--- src/rtl/clamp_pulse_gen.sv ---
module clamp_pulse_gen #(
  parameter int DLY_W = 6,
  parameter int WID_W = 6
) (
  input  logic             clk,
  input  logic             rst_n,
  input  logic             hd,
  input  logic             vd,
  input  logic             src_sep,
  input  logic             cs_present,
  input  logic [1:0]       pos_sel,
  input  logic [DLY_W-1:0] cfg_delay,
  input  logic [WID_W-1:0] cfg_width,
  output logic             clamp_p,
  output logic             clamp_n
);

  localparam int CNT_W = ((DLY_W > WID_W) ? DLY_W : WID_W) + 1;
  localparam logic [1:0] SEL_BP   = 2'b00;
  localparam logic [1:0] SEL_SYNC = 2'b01;

  logic             hd_q;
  logic             busy;
  logic [CNT_W-1:0] cnt;
  logic [DLY_W-1:0] dly_lat;
  logic [WID_W-1:0] wid_lat;

  wire hd_rise  = hd & ~hd_q;
  wire hd_fall  = ~hd & hd_q;
  wire use_sync = (pos_sel == SEL_SYNC) | (pos_sel[1] & cs_present);
  wire blank    = vd & ~src_sep;
  wire edge_hit = use_sync ? hd_rise : hd_fall;
  wire fire     = edge_hit & ~blank & (cfg_width != '0);

  wire [CNT_W-1:0] last_cnt = CNT_W'(dly_lat) + CNT_W'(wid_lat) - CNT_W'(1);

  always_ff @(posedge clk) begin
    if (!rst_n) begin
      hd_q    <= 1'b0;
      busy    <= 1'b0;
      cnt     <= '0;
      dly_lat <= '0;
      wid_lat <= '0;
    end else begin
      hd_q <= hd;
      if (blank) begin
        busy <= 1'b0;
      end else if (fire) begin
        busy    <= 1'b1;
        cnt     <= '0;
        dly_lat <= cfg_delay;
        wid_lat <= cfg_width;
      end else if (busy) begin
        cnt <= cnt + CNT_W'(1);
        if (cnt == last_cnt) busy <= 1'b0;
      end
    end
  end

  assign clamp_p = busy & (cnt >= CNT_W'(dly_lat));
  assign clamp_n = ~clamp_p;

  AST_BP_FALL_ONLY: assert property (@(posedge clk) disable iff (!rst_n)
    (pos_sel == SEL_BP && !hd_fall && !busy) |=> !busy);
  AST_SYNC_RISE_ONLY: assert property (@(posedge clk) disable iff (!rst_n)
    (pos_sel == SEL_SYNC && !hd_rise && !busy) |=> !busy);
  AST_AUTO_CS_RISE: assert property (@(posedge clk) disable iff (!rst_n)
    (pos_sel[1] && cs_present && !hd_rise && !busy) |=> !busy);
  AST_VBLANK_QUIET: assert property (@(posedge clk) disable iff (!rst_n)
    (vd && !src_sep) |=> !clamp_p);
  AST_SEP_RUNS_ON: assert property (@(posedge clk) disable iff (!rst_n)
    (src_sep && busy && cnt != last_cnt) |=> busy);
  AST_ZERO_WIDTH: assert property (@(posedge clk) disable iff (!rst_n)
    (cfg_width == '0 && !busy) |=> !busy);
  AST_DELAY_ZERO: assert property (@(posedge clk) disable iff (!rst_n)
    (fire && cfg_delay == '0) |=> clamp_p);
  AST_RESTART: assert property (@(posedge clk) disable iff (!rst_n)
    (fire && cfg_delay != '0) |=> (busy && !clamp_p));

endmodule

--- config.mk ---
export PLATFORM = sky130hd
export DESIGN_NAME = clamp_pulse_gen
export DESIGN_NICKNAME = d
export VERILOG_FILES = /design/src/rtl/clamp_pulse_gen.sv
export SDC_FILE = /design/constraint.sdc
export NUM_CORES = 1
export LEC_CHECK = 0
export ABC_AREA = 1
export BUFFER_PORTS_ARGS = -buffer_cell sky130_fd_sc_hd__buf_2
export CORE_MARGIN = 8
export CORE_UTILIZATION = 61
export CTS_CLUSTER_SIZE = 24
export DETAILED_ROUTE_END_ITERATION = 8
export GPL_ROUTABILITY_DRIVEN = 0
export PLACE_DENSITY = 0.88
export SLEW_MARGIN = 20
export SYNTH_ARGS = -nofsm -noshare
export SYNTH_HDL_FRONTEND = slang
export SYNTH_SLANG_ARGS = --single-unit
--- constraint.sdc ---
create_clock -name clk -period 5.3 [get_ports clk]
set_input_delay 0.53 -clock clk [delete_from_list [all_inputs] [get_ports clk]]
set_output_delay 0.53 -clock clk [all_outputs]
set_load 0.01 [all_outputs]
==> flow_summary.yaml <==
min_path:
  hold_path_depth: 3
  hp-class: "in2reg"
detailed_routing:
  firstDrtPassIters: 5
  vias_per_cell: 5.164
  vias: 1353
  drc_errors: 0
  wl_um: 3085
  drt_iter0_markers: 49
  wl_per_cell_um: 11.77
  ant_nets: 0
synthesis:
  synth_top_area_share_pct: 27.98
  synth_area_um2: 1503
  synthArstFlopShare_pct: 0
  synth_top_flop_cell: "dfxtp_1"
  synth_warnings: 0
  synth_area_leaders: "dfxtp_1 28%, ha_1 15%, inv_1 11%"
  synthCells: 212
  ys_ff_latch: 21
  synth.distinct_cells: 26
  syn-num-nets: 251
  avgSynthCellArea_um2: 7.088
  ys_seq_area_share_pct: 27.98
  netlist.top_cell.by_area: "dfxtp_1"
  synth_edf_count: 0
timing:
  setup_viol: 0
  worst_slack_ns: 2.924
  timing_worst_slew_pin_value_ns: 0.4053
  tns_ns: 0
  post-route-period-util_pct: 44.84
  rsz0062_at_grt: "false"
  hold_violations: 0
  max_freq_mhz: 420.8
  slew_headroom_pct: 72.64
  fin_skew_ns: 0.003623
  drv_slew: 0
  fin_crit_ns: 2.376
layout:
  postLayoutCellArea_um2: 1637
  final_nets: 272
  drive_above_1_share_pct: 14.66
  regArea_um2: 420.4
  num_antenna_cells: 0
  layout_commonest_cell: "inv_1"
  layout_common_cells: "43 x inv_1, 35 x nand2_1, 23 x a21oi_1, 21 x dfxtp_1, 21 x buf_2"
  nFillCells: 194
  multi_input_area_um2: 877.1
  instances_no_fill: 262
  area_growth_pct: 8.909
  final_core_utilization_pct: 67.91
floorplan:
  io_pins: 22
  die_h_um: 65.63
  start_util_pct: 62.36
  die_x_um: 65.63
  coreArea_um2: 2410
  rows: 18
  die-area_um2: 4307
cts:
  clock-root-buffer: "clkbuf_4"
  clk_pin_slew_ns: 0.12
  cts_resized: 0
  clkLatencyLatePin_ns: 0.31
  htreeDepth: 1
  post_cts_buffers: 0
  cts_tree: "built"
  cts_buffer_depth: 2
  cts_buffers: 3
  cts_hold_buf: 0
  cts.sinks: 21
critical_path:
  critPathMaxStageDelay_ns: 0.43
  worst-r2r-cell-count: 11
  cp.required_ns: 4.77
  endpoint_kind: "primary output"
  crit_path_start_kind: "flip-flop"
  critical_path_peak_fanout: 4
  criticalPathCategory: "reg2out"
  cp.arrival_ns: 1.85
  cp_slowest_cell: "dfxtp_1"
  crit_chain: "ha_1 > a21o_1 > a211oi_1 > o211ai_1 > nand2_1 > inv_1 > buf_2"
flow_run:
  max-cap-violations: 0
global_routing:
  grt_max_degree: 33
  grt.overflow.total: 0
  grt_pass1_vias: 1271
  antenna_found_initial: 0
  grt_pass1_wl_um: 5237
  grt_usage_pct: 15.05
place:
  pre_cts_slack_ns: 3.256
  dp.cells: 258
  place_hpwl_um: 2420
  dpl_cell_area_um2: 1609
  io_buffers: 21
outcome:
  status: "finished clean"
power_and_ir_drop:
  peakVddDrop_mv: 0.1876
  p_leak_nw: 0.8410
  power.density_nw_per_um2: 242.6
==> per-layer routing <==
layer | vias to the layer above | part of all wire [%] | track usage (%) | wire length [um]
li1 | 722 | - | - | -
met1 | 584 | 47 | 18.25 | 1445
met2 | 40 | 47 | 25.58 | 1438
met3 | 7 | 4.5 | 2.041 | 140
met4 | 0 | 2.0 | 6.812 | 61
met5 | - | 0 | 0 | 0
==> report_power, final <==
part | total, mW | switching (mW) | internal, mW
registers | 0.170 | 0.00364 | 0.166
clock network | 0.0775 | 0.0493 | 0.0282
logic | 0.149 | 0.0877 | 0.0618
total | 0.397 | 0.141 | 0.256
==> cell type report <==
class	instances	area share (%)
Clock buffer	3	1.376
Sequential cell	21	25.69
Tap cell	30	2.294
Inverter	45	10.32
Clock inverter	1	0.3058
Timing Repair Buffer	21	6.422
Multi-Input combinational cell	141	53.59
==> synth_stat cells, types with 3 or more instances <==
cell     number
inv_1        43
nand2_1      35
a21oi_1      23
dfxtp_1      21
ha_1         18
nand3_1      14
o21ai_0      13
nor2_1       10
nand4_1       5
xor2_1        5
nand2_2       3
xnor2_1       3
==> path summary, 6_finish.rpt <==
kind	endpoint	from	slack (ns)
setup / recovery	clamp_p	cnt[4]	2.92
hold / removal	hd_q	hd	0.40
setup reg to reg	busy	dly_lat[1]	3.23
hold reg to reg	wid_lat[2]	wid_lat[2]	0.46
==> logic make-up (layout without fill, tap and decap cells) <==
family	count (synthesis)	after routing	synth area share [%]
AO/OA/AOI/OAI	42	42	15.24
XOR/XNOR	8	8	4.663
adder cells (fa/ha/maj)	19	19	16.32
buffers and inverters	50	70	13.65
flip-flops	21	21	27.98
AND/OR/NAND/NOR	72	72	22.15
==> metrics by stage <==
step | hold slack [ns] | power [mW]
CTS | 0.3988 | 0.4003
detailed placement | 0.4495 | 0.3219
global placement | 0.4455 | 0.3182
global route | 0.4140 | 0.4338
floorplan | 0.4325 | 0.2916
finish | 0.4041 | 0.3970
==> registers in the layout, indices dropped and copies added (netlist names) <==
signal	cells
cnt	7
dly_lat	6
wid_lat	6
busy	1
hd_q	1
==> critical path, delay by kind of cell, from the launching register on <==
| kind | cells | cell delay [ns] |
|---|---|---|
| AOI/OAI and AO/OA | 3 | 0.56 |
| DFF | 1 | 0.43 |
| adders and majority gates | 1 | 0.29 |
| buffers and inverters | 2 | 0.17 |
| and+or+nand+nor | 1 | 0.10 |
(Power assumes the default switching activity.)
